**src/rtl/dpot_pkg.sv**
```systemverilog
package dpot_pkg;
   localparam int unsigned BYTE_W  = 8;
   localparam int unsigned REG_W   = 2;
   localparam int unsigned BANK_W  = 2;
   localparam int unsigned RADDR_W = BANK_W + REG_W;
   localparam int unsigned CNT_W   = $clog2(BYTE_W);
   localparam logic [3:0]  DEV_TYPE = 4'b0101;

   typedef enum logic [3:0] {
      OP_STEP = 4'b0010,
      OP_STAT = 4'b0101,
      OP_RD_W = 4'b1001,
      OP_WR_W = 4'b1010,
      OP_RD_R = 4'b1011,
      OP_WR_R = 4'b1100,
      OP_R2W  = 4'b1101,
      OP_W2R  = 4'b1110
   } opcode_e;

   typedef enum logic [2:0] {
      FS_IDLE, FS_ID, FS_INS, FS_EXEC, FS_DATA, FS_STEP, FS_SINK
   } fstate_e;
endpackage

```
**src/rtl/dpot_pin_sync.sv**
```systemverilog
module dpot_pin_sync #(
   parameter int unsigned STAGES  = 2,
   parameter logic        RST_VAL = 1'b0
) (
   input  logic clk,
   input  logic rst_n,
   input  logic din,
   output logic dout
);
   logic [STAGES-1:0] q;

   always_ff @(posedge clk or negedge rst_n) begin
      if (!rst_n) q <= {STAGES{RST_VAL}};
      else        q <= {q[STAGES-2:0], din};
   end

   assign dout = q[STAGES-1];
endmodule

```
**src/rtl/dpot_out_shift.sv**
```systemverilog
module dpot_out_shift #(
   parameter int unsigned W = 8
) (
   input  logic         clk,
   input  logic         rst_n,
   input  logic         load,
   input  logic [W-1:0] load_val,
   input  logic         shift,
   output logic         so
);
   logic [W-1:0] osh;

   always_ff @(posedge clk or negedge rst_n) begin
      if (!rst_n) begin
         osh <= '0;
         so  <= 1'b0;
      end else if (load) begin
         osh <= load_val;
      end else if (shift) begin
         so  <= osh[W-1];
         osh <= {osh[W-2:0], 1'b0};
      end
   end
endmodule

```
**src/rtl/dpot_frame_fsm.sv**
```systemverilog
module dpot_frame_fsm
   import dpot_pkg::*;
(
   input  logic               clk,
   input  logic               rst_n,
   input  logic               cs_s,
   input  logic               cs_fall,
   input  logic               cs_rise,
   input  logic               sck_rise,
   input  logic               si_s,
   input  logic [1:0]         dev_addr,
   input  logic [BYTE_W-1:0]  wiper_val,
   input  logic [BYTE_W-1:0]  rf_rd_data,
   input  logic               nv_busy,
   output logic               rd_load,
   output logic [BYTE_W-1:0]  rd_val,
   output logic               rd_mode,
   output logic               wip_ld_req,
   output logic [BYTE_W-1:0]  wip_ld_val,
   output logic               wip_step_req,
   output logic               wip_step_up,
   output logic [RADDR_W-1:0] rf_addr,
   output logic               rf_wr_req,
   output logic [BYTE_W-1:0]  rf_wr_data
);
   fstate_e           st;
   logic [CNT_W-1:0]  cnt;
   logic [BYTE_W-2:0] sh;
   logic [3:0]        op;
   logic              pend;
   logic [BYTE_W-1:0] byte_in;
   logic              last_bit;
   logic              bank0;

   assign byte_in  = {sh, si_s};
   assign last_bit = sck_rise && (cnt == CNT_W'(BYTE_W - 1));
   assign bank0    = (rf_addr[RADDR_W-1 -: BANK_W] == '0);

   always_ff @(posedge clk or negedge rst_n) begin
      if (!rst_n) begin
         st <= FS_IDLE; cnt <= '0; sh <= '0; op <= '0; pend <= 1'b0;
         rd_load <= 1'b0; rd_val <= '0; rd_mode <= 1'b0;
         wip_ld_req <= 1'b0; wip_ld_val <= '0;
         wip_step_req <= 1'b0; wip_step_up <= 1'b0;
         rf_addr <= '0; rf_wr_req <= 1'b0; rf_wr_data <= '0;
      end else begin
         rd_load      <= 1'b0;
         wip_ld_req   <= 1'b0;
         wip_step_req <= 1'b0;
         rf_wr_req    <= 1'b0;
         if (cs_rise) begin
            rf_wr_req <= pend;
            pend      <= 1'b0;
         end
         if (cs_s) begin
            st      <= FS_IDLE;
            cnt     <= '0;
            rd_mode <= 1'b0;
         end else if (cs_fall) begin
            st  <= FS_ID;
            cnt <= '0;
         end else begin
            if ((st == FS_ID || st == FS_INS || st == FS_DATA) && sck_rise) begin
               sh  <= byte_in[BYTE_W-2:0];
               cnt <= cnt + CNT_W'(1);
            end
            unique case (st)
               FS_ID: if (last_bit) begin
                  if (byte_in[7:4] == DEV_TYPE && byte_in[3:2] == 2'b00 &&
                      byte_in[1:0] == dev_addr) st <= FS_INS;
                  else                            st <= FS_SINK;
               end
               FS_INS: if (last_bit) begin
                  op      <= byte_in[7:4];
                  rf_addr <= {byte_in[BANK_W-1:0], byte_in[BANK_W +: REG_W]};
                  st      <= FS_EXEC;
               end
               FS_EXEC: begin
                  st <= FS_SINK;
                  case (op)
                     OP_RD_W: if (bank0) begin
                        rd_load <= 1'b1; rd_val <= wiper_val; rd_mode <= 1'b1; st <= FS_DATA;
                     end
                     OP_WR_W: if (bank0) st <= FS_DATA;
                     OP_RD_R: begin
                        rd_load <= 1'b1; rd_val <= rf_rd_data; rd_mode <= 1'b1; st <= FS_DATA;
                     end
                     OP_WR_R: st <= FS_DATA;
                     OP_STAT: begin
                        rd_load <= 1'b1; rd_val <= {{(BYTE_W-1){1'b0}}, nv_busy};
                        rd_mode <= 1'b1; st <= FS_DATA;
                     end
                     OP_R2W: if (bank0) begin
                        wip_ld_req <= 1'b1; wip_ld_val <= rf_rd_data;
                     end
                     OP_W2R: if (bank0) begin
                        pend <= 1'b1; rf_wr_data <= wiper_val;
                     end
                     OP_STEP: st <= FS_STEP;
                     default: st <= FS_SINK;
                  endcase
               end
               FS_DATA: if (last_bit) begin
                  if (op == OP_WR_W) begin
                     wip_ld_req <= 1'b1; wip_ld_val <= byte_in;
                  end
                  if (op == OP_WR_R) begin
                     pend <= 1'b1; rf_wr_data <= byte_in;
                  end
                  st <= FS_SINK;
               end
               FS_STEP: if (sck_rise) begin
                  wip_step_req <= 1'b1;
                  wip_step_up  <= si_s;
               end
               FS_SINK: if (sck_rise) pend <= 1'b0;
               default: ;
            endcase
         end
      end
   end
endmodule

```
**src/rtl/dpot_cmd_ctrl.sv**
```systemverilog
module dpot_cmd_ctrl
   import dpot_pkg::*;
#(
   parameter int unsigned SYNC_STAGES = 2
) (
   input  logic               clk,
   input  logic               rst_n,
   input  logic               sck,
   input  logic               cs_n,
   input  logic               si,
   input  logic               hold_n,
   input  logic [1:0]         dev_addr,
   output logic               so,
   output logic               so_oe,
   input  logic [BYTE_W-1:0]  wiper_val,
   output logic               wip_ld_req,
   output logic [BYTE_W-1:0]  wip_ld_val,
   output logic               wip_step_req,
   output logic               wip_step_up,
   output logic [RADDR_W-1:0] rf_addr,
   input  logic [BYTE_W-1:0]  rf_rd_data,
   output logic               rf_wr_req,
   output logic [BYTE_W-1:0]  rf_wr_data,
   input  logic               nv_busy
);
   localparam int unsigned NPIN    = 4;
   localparam logic [NPIN-1:0] PIN_RST = 4'b1000;

   if (SYNC_STAGES < 2) begin : g_bad_sync
      $error("dpot_cmd_ctrl: SYNC_STAGES must be at least 2");
   end

   logic [NPIN-1:0] pin_raw, pin_s;
   logic sck_s, cs_s, si_s, hold_s;
   logic sck_d, cs_d, paused;
   logic sck_rise, sck_fall, cs_rise, cs_fall;
   logic rd_load, rd_mode;
   logic [BYTE_W-1:0] rd_val;

   assign pin_raw = {hold_n, si, cs_n, sck};

   for (genvar g = 0; g < NPIN; g++) begin : g_sync
      dpot_pin_sync #(.STAGES(SYNC_STAGES), .RST_VAL(PIN_RST[g])) u_sync (
         .clk(clk), .rst_n(rst_n), .din(pin_raw[g]), .dout(pin_s[g]));
   end

   assign {hold_s, si_s, cs_s, sck_s} = pin_s;

   always_ff @(posedge clk or negedge rst_n) begin
      if (!rst_n) begin
         sck_d  <= 1'b0;
         cs_d   <= 1'b0;
         paused <= 1'b0;
      end else begin
         sck_d <= sck_s;
         cs_d  <= cs_s;
         if (cs_s)        paused <= 1'b0;
         else if (!sck_s) paused <= !hold_s;
      end
   end

   assign sck_rise = sck_s & ~sck_d & ~paused & ~cs_s;
   assign sck_fall = ~sck_s & sck_d & ~paused & ~cs_s;
   assign cs_rise  = cs_s & ~cs_d;
   assign cs_fall  = ~cs_s & cs_d;

   dpot_frame_fsm u_fsm (
      .clk(clk), .rst_n(rst_n), .cs_s(cs_s), .cs_fall(cs_fall), .cs_rise(cs_rise),
      .sck_rise(sck_rise), .si_s(si_s), .dev_addr(dev_addr),
      .wiper_val(wiper_val), .rf_rd_data(rf_rd_data), .nv_busy(nv_busy),
      .rd_load(rd_load), .rd_val(rd_val), .rd_mode(rd_mode),
      .wip_ld_req(wip_ld_req), .wip_ld_val(wip_ld_val),
      .wip_step_req(wip_step_req), .wip_step_up(wip_step_up),
      .rf_addr(rf_addr), .rf_wr_req(rf_wr_req), .rf_wr_data(rf_wr_data));

   dpot_out_shift #(.W(BYTE_W)) u_oshift (
      .clk(clk), .rst_n(rst_n), .load(rd_load), .load_val(rd_val),
      .shift(sck_fall & rd_mode), .so(so));

   assign so_oe = rd_mode & ~cs_s & ~paused;
endmodule

```
**config.mk**
```make
export PLATFORM = sky130hd
export DESIGN_NAME = dpot_cmd_ctrl
export DESIGN_NICKNAME = d
export VERILOG_FILES = /design/src/rtl/dpot_pkg.sv /design/src/rtl/dpot_pin_sync.sv /design/src/rtl/dpot_out_shift.sv /design/src/rtl/dpot_frame_fsm.sv /design/src/rtl/dpot_cmd_ctrl.sv
export SDC_FILE = /design/constraint.sdc
export NUM_CORES = 1
export LEC_CHECK = 0
export BUFFER_PORTS_ARGS = -buffer_cell sky130_fd_sc_hd__buf_2
export CORE_UTILIZATION = 56
export DETAILED_ROUTE_END_ITERATION = 7
export PLACE_DENSITY_LB_ADDON = 0.3
export SKIP_LAST_GASP = 1
export SLEW_MARGIN = 20
export SYNTH_ARGS = -nofsm -noshare
export SYNTH_HDL_FRONTEND = slang
export SYNTH_SLANG_ARGS = --single-unit
```
**constraint.sdc**
```tcl
create_clock -name clk -period 2.77 [get_ports clk]
set_input_delay 0 -clock clk [delete_from_list [all_inputs] [get_ports clk]]
set_output_delay 0 -clock clk [all_outputs]
set_load 0.01 [all_outputs]
```
# [Yosys cells after proc, flatten, opt, wreduce, memory -nomap -nowiden]
# Cells that the tools add are included.
# W data, S select, Z words.
[word_totals] ff_bits=72 latchBits=0 ram_bits=0 rom_bits=0 in_bits=25 out_inout_bits=26 wordCells=158 n_memories=0
[op_classes] add_sub_neg=1 multipliers=0 div=0 magnitude_cmp=0 n_eq_ne=30 n_shift=0 muxes=57 bitwise_logic=18 reduce_logical=28
[ops] op="$mux W8" n=10
[ops] op="$pmux W8 S2" n=2
[ops] op="$mux W1" n=28
[ops] op="$mux W3" n=9
[ops] op="$eq A4 B4 Y1 const B" n=6
[ops] op="$pmux W8 S3" n=1
[ops] op="$reduce_and A4 Y1" n=4
[ops] op="$reduce_and A7 Y1" n=2
[ops] op="$eq A3 B3 Y1 const B" n=4
[ops] op="$ne A2 B1 Y1 const B" n=6
[ops] op="$ne A4 B3 Y1 const B" n=3
[ops] op="$pmux W3 S4" n=1
[ops] op="$and A1 B1 Y1" n=11
[ops] op="$pmux W3 S3" n=1
[ops] op="$reduce_bool A3 Y1" n=3
[ops] op="$eq A4 B3 Y1 const B" n=2
[ops] op="$not A1 Y1" n=7
[ops] op="$eq A3 B2 Y1 const B" n=2
[ops] op="$ne A2 B2 Y1 const B" n=3
[ops] op="$pmux W1 S2" n=3
[ops] op="$reduce_bool A2 Y1" n=3
[ops] op="$reduce_bool A6 Y1" n=1
[ops] op="$reduce_and A5 Y1" n=1
[ops] op="$eq A4 B2 Y1 const B" n=1
[ops] op="14 further kinds" n=20

# [Logic depth before layout (Yosys ltp)]
[depth] ltp_word=9 ltp_mapped=6 mapped_depth_nobuf=5

# [Modules after synthesis]
# From an unflattened synthesis, not the netlist that was laid out.
[unflattened] hier_cells=265 hier_area_um2=3462.1
[modules_own_cells] mod="dpot_frame_fsm" instances=1 cells_per_inst=209 area_per_inst_um2=2706.3 seq_area_each_um2=1301.2
[modules_own_cells] mod="dpot_out_shift" instances=1 cells_per_inst=37 area_per_inst_um2=419.2 seq_area_each_um2=225.2
[modules_own_cells] mod="dpot_pin_sync (g_sync[0].u_sync ...)" instances=3 cells_per_inst=2 area_per_inst_um2=50.0 seq_area_each_um2=50.0
[modules_own_cells] mod="dpot_cmd_ctrl" instances=1 cells_per_inst=11 area_per_inst_um2=133.9 seq_area_each_um2=75.1
[modules_own_cells] mod="dpot_pin_sync (g_sync[3].u_sync)" instances=1 cells_per_inst=2 area_per_inst_um2=52.6 seq_area_each_um2=52.6

# [Worst setup path after synthesis]
# OpenSTA, ideal clock, no wires.
[synth_timing] kind="register to register" start="register u_fsm.st[1]" end="register u_fsm.wip_ld_val[0]" setup_time_ns=0.125 t_arrival_ns=1.831 required_ns=2.645 setup_slack_ns=0.814 stages_incl_launch_ff=6 n_path_buf=2 synth_period_minus_slack_ns=1.956 cell_sequence="dfrtp_1 buf_2 nor3b_4 clkbuf_1 mux2_2 mux2_2"
[synth_between] elab_chain_len=3 word_cells_on_any_way=9 cone_classes="eq/ne: 6; mux: 1; reduce/logical: 2"
[synth_lines] item="start: declaration" line_no="dpot_frame_fsm.sv:26" source="fstate_e st;"
[synth_lines] item="start signal: assignment" line_no="dpot_frame_fsm.sv:41" source="st <= FS_IDLE; cnt <= '0; sh <= '0; op <= '0; pend <= 1'b0;"
[synth_lines] item="start signal: assignment" line_no="dpot_frame_fsm.sv:56" source="st <= FS_IDLE;"
[synth_lines] item="start signal: assignment" line_no="dpot_frame_fsm.sv:60" source="st <= FS_ID;"
[synth_lines] item="$eq A3 B3 Y1 or $eq A3 B2 Y1 (tied branches)" line_no="dpot_frame_fsm.sv:67" source="unique case (st)"
[synth_lines] item="$ne A2 B2 Y1 (no source line), or another cell as far along"
[synth_lines] item="$reduce_and A7 Y1 (no source line)"
[synth_lines] item="end signal: assignment" line_no="dpot_frame_fsm.sv:43" source="wip_ld_req <= 1'b0; wip_ld_val <= '0;"
[synth_lines] item="end signal: assignment" line_no="dpot_frame_fsm.sv:94" source="wip_ld_req <= 1'b1; wip_ld_val <= rf_rd_data;"
[synth_lines] item="end signal: assignment" line_no="dpot_frame_fsm.sv:105" source="wip_ld_req <= 1'b1; wip_ld_val <= byte_in;"
[synth_lines] item="end: declaration" line_no="dpot_frame_fsm.sv:19" source="output logic [BYTE_W-1:0] wip_ld_val,"
# Parallel ways exist; a longest one is shown, timed or not.
# A chain may end at the register's enable or synchronous reset.

# [Final worst setup path]
[layout_timing] start="register g_sync[1].u_sync.q[1]" end="register u_fsm.rf_wr_data[0]"
[layout_between] elab_chain_len=5 word_cells_on_any_way=7 cone_classes="eq/ne: 1; bitwise: 4; reduce/logical: 2"
[layout_lines] item="start: declaration" line_no="dpot_pin_sync.sv:10" source="logic [STAGES-1:0] q;"
[layout_lines] item="start signal: assignment" line_no="dpot_pin_sync.sv:13" source="if (!rst_n) q <= {STAGES{RST_VAL}};"
[layout_lines] item="start signal: assignment" line_no="dpot_pin_sync.sv:14" source="else q <= {q[STAGES-2:0], din};"
[layout_lines] item="$not A1 Y1 (no source line) *"
[layout_lines] item="$and A1 B1 Y1" line_no="dpot_cmd_ctrl.sv:62" source="assign sck_rise = sck_s & ~sck_d & ~paused & ~cs_s;"
[layout_lines] item="$logic_and A1 B1 Y1" line_no="dpot_frame_fsm.sv:36" source="assign last_bit = sck_rise && (cnt == CNT_W'(BYTE_W - 1));"
[layout_lines] item="$ne A2 B1 Y1 (no source line)"
[layout_lines] item="$reduce_and A7 Y1 (no source line) *"
[layout_lines] item="end signal: assignment" line_no="dpot_frame_fsm.sv:45" source="rf_addr <= '0; rf_wr_req <= 1'b0; rf_wr_data <= '0;"
[layout_lines] item="end signal: assignment" line_no="dpot_frame_fsm.sv:97" source="pend <= 1'b1; rf_wr_data <= wiper_val;"
[layout_lines] item="end signal: assignment" line_no="dpot_frame_fsm.sv:108" source="pend <= 1'b1; rf_wr_data <= byte_in;"
[layout_lines] item="end: declaration" line_no="dpot_frame_fsm.sv:24" source="output logic [BYTE_W-1:0] rf_wr_data"
# Every way passes the cells marked *; elsewhere a longest branch is shown, timed or not.

==> results.md <==
* Endpoints failing setup at 0
* Actual slew at the worst max-slew pin at 0.7767 ns
* FF-to-FF End: u_fsm.rf_wr_data[0]
* Initial core utilization at 0.5930
* CP Capture Point: u_fsm.rf_wr_data[0]
* Clk pwr share at 0.411
* Num Clock Sinks at 72
* Post-synthesis cell count at 256
* Net Count, Synth at 283
* Share of cells above drive strength 1 at 0.4326
* Pwr/cell area at 514.4 nW/um^2
* RePlAce Congestion at 0.8533
* Max-Cap Viols at 0
* CTS resizes at 0
* Longest Clk Path Bufs at 2
* Worst r2r path cells at 4
* CTS HTree Levels at 3
* Clock transition at path regs at about 0.08 ns
* WL/cell at 16.98 microns
* Total GRT Usage at 0.2393
* Ant diodes at 0
* Total I/O pin count at slightly above 50
* Largest net degree at the start of global routing at 36
* CP Class: reg -> reg
* Comb pwr share at 0.045
* GRT overflow at 0
* Hold depth at 3
* Fin area at 3910 sq um
* Internal power at 1.549 mW
* Vias in the first global route at 2227
* Die Span X at 79.30 microns
* Switching Fraction at 0.2301
* Switching power total at approximately 460 uW
* YS warnings at 0
* Cell area after synthesis at 3346 sq um
* Vias per inst at 5.706
* 1st-pass router iterations at 4
* Fmax at 463.9 MHz
* Post-DRT Antenna Nets at 0
* IO Port Bufs at 50
* Worst R2R Setup Slack at about 0.61 ns
* Tmin final at ~2.2 ns
* First-pass GRT wire length at between 10000 and 15000 microns
* Top cell type by total area after synthesis: dfrtp_1
* Leak at 1.983 nW
* DRT iter0 DRCs at 101
* HPWL after DPL at 4624 microns
* Rel. slew slack at 0.4813
* Synth top cells by count: dfrtp_1 (70), mux2_2 (55), nand2_1 (13), o21ai_0 (13)
* Status: completed
* Core area at 5642 sq um
* CTS tree: built
* Top-count cell post-synth: dfrtp_1
* Final hold viol count at 0
* Die span in y at about 79 microns
* Post-synth top area share at 0.5236
* Register area share after synthesis at 0.5393
* Asr flop ratio synth at 1.000
* Sequential share of power at 0.544
* Crit. End Element: flip-flop
* CP Data Arrival Time at 2.39 ns
* Distinct cell type count after synthesis at 59
* Die area at 6288 sq um
* Max Slew Vio Count at 0
* Worst-Skew Late Latency at 0.36 ns
* Ranking of synthesized cells by area: dfrtp_1 (52%), mux2_2 (19%), a22o_1 (2.1%)
* Critical path required time at 3.01 ns
* Fillers at about 400
* Setup TNS at 0 ns
* DRC Markers at 0
* Largest fanout on the critical path at 9
* Final core utilization at 0.6931
* Synth Flop Type: dfrtp_1
* Placed Instance Area at 3666 sq um
* FF-to-FF Start: g_sync[1].u_sync.q[1]
* Initial antenna violation count at 0
* Post-CTS Setup Inserts at 0
* CTS root buffer: clkbuf_8
* Critical Path Start: g_sync[1].u_sync.q[1]
* CTS buffer count at 9
* Via count at 2231
* Final wirelength at 6639 microns
* Area Overhead vs Synth at 16.87%
* Clock Skews at 0.01188 ns
* CP startpoint kind: flip-flop
* Min-delay worst type: in -> reg
* Row count at 27
* VDD IR-drop max at 442.4 uV
* RSZ-0062 raised after global routing: false
* Flops & latches, synth at 72
* Tcrit/Tclk final at 0.7782
* Cts hold-fix bufs at 5
* Avg Inst Size Synth at 13.07 sq um
* Total Nets Final at 342
* Count of flip-flops with a built-in enable after synthesis at 0
[per-layer routing]
layer | vias to the layer above | global-route usage | share of wire
li1 | 1071 | - | -
met1 | 1094 | 0.3170 | 0.47
met2 | 57 | 0.3664 | 0.47
met3 | 9 | 0.07471 | 0.049
met4 | 0 | 0.09455 | 0.014
met5 | - | 0 | 0
[worst min-delay path by stage]
stage                   from                     to  slack [ns]
6_report        wiper_val[7]    u_fsm.rf_wr_data[7]       0.009
5_1_grt        rf_rd_data[6]    u_fsm.wip_ld_val[6]       0.008
4_1_cts         wiper_val[3]    u_fsm.rf_wr_data[3]       0.005
3_5_place_dp           rst_n                 paused       -0.09
3_3_place_gp           rst_n  g_sync[1].u_sync.q[0]        -0.1
2_1_floorplan          rst_n                   cs_d       -0.30
[flip-flops by register name, indices dropped and copies added, names as in the netlist]
register / cells
u_fsm.wip_step_req: 1
u_oshift.so: 1
u_fsm.st: 3
u_oshift.osh: 8
u_fsm.sh: 7
u_fsm.rd_load: 1
sck_d: 1
paused: 1
u_fsm.pend: 1
u_fsm.rf_wr_req: 1
cs_d: 1
u_fsm.wip_step_up: 1
u_fsm.wip_ld_val: 8
u_fsm.rd_val: 8
u_fsm.op: 4
u_fsm.rd_mode: 1
g_sync.u_sync.q: 8
u_fsm.cnt: 3
u_fsm.wip_ld_req: 1
u_fsm.rf_wr_data: 8
u_fsm.rf_addr: 4
[worst max-delay path: stages (launching register included)]
cell,delay (ns)
dfrtp_1,0.49
nor2_4,0.25
nand3_2,0.20
o41ai_4,0.71
mux2_2,0.40
[cell usage in the layout (no fill, tap or decap), types with 3 or more instances in the layout]
cell type	synthesis	layout
a22o_1	8	8
dfrtp_1	70	70
o21ai_0	13	13
nand3b_1	4	4
clkbuf_8	0	10
a21oi_1	3	3
mux2i_1	7	7
mux2_2	55	55
inv_1	5	5
nor2_1	8	8
buf_2	4	50
dlygate4sd3_1	0	5
nor2b_1	3	3
nand2_1	13	13
buf_4	1	4
[stage by stage]
stage	hold slack [ns]	std cells	power (mW)	worst slack, ns
6_report	0.009354	391	2.011	0.6143
5_1_grt	0.008363	391	2.080	0.5204
4_1_cts	0.004732	391	2.028	0.6362
3_5_place_dp	-0.09431	371	1.201	0.6300
3_3_place_gp	-0.09546	371	1.199	0.6975
2_1_floorplan	-0.2956	256	1.142	0.8141
[power groups by stage]
stage               Clock, mW  Combinational, mW  Sequential [mW]
floorplan                   0             0.0398             1.10
detailed placement          0             0.0873             1.11
CTS                     0.842             0.0930             1.09
global route            0.882              0.102             1.10
finish                  0.827             0.0910             1.09
global placement            0             0.0863             1.11
[kinds of logic after synthesis]
logic type	count (synthesis)	synth area share
flops	72	0.5393
mux	64	0.2139
simple gates	55	0.1043
compound gates	42	0.1028
buf+inv	17	0.02169
xor+xnor	4	0.01047
fa+ha+maj	2	0.007478
[final cells by class]
cell class,count,area (sq um),share of cell area
inverter,6,22.52,0.005760
multi-input combinational,167,1469,0.3757
clock buffer,10,137.6,0.03520
timing repair buffer,59,330.3,0.08448
tap,72,90.09,0.02304
clock inverter,5,56.30,0.01440
sequential,72,1804,0.4614
Power figures use the tool's default switching activity.
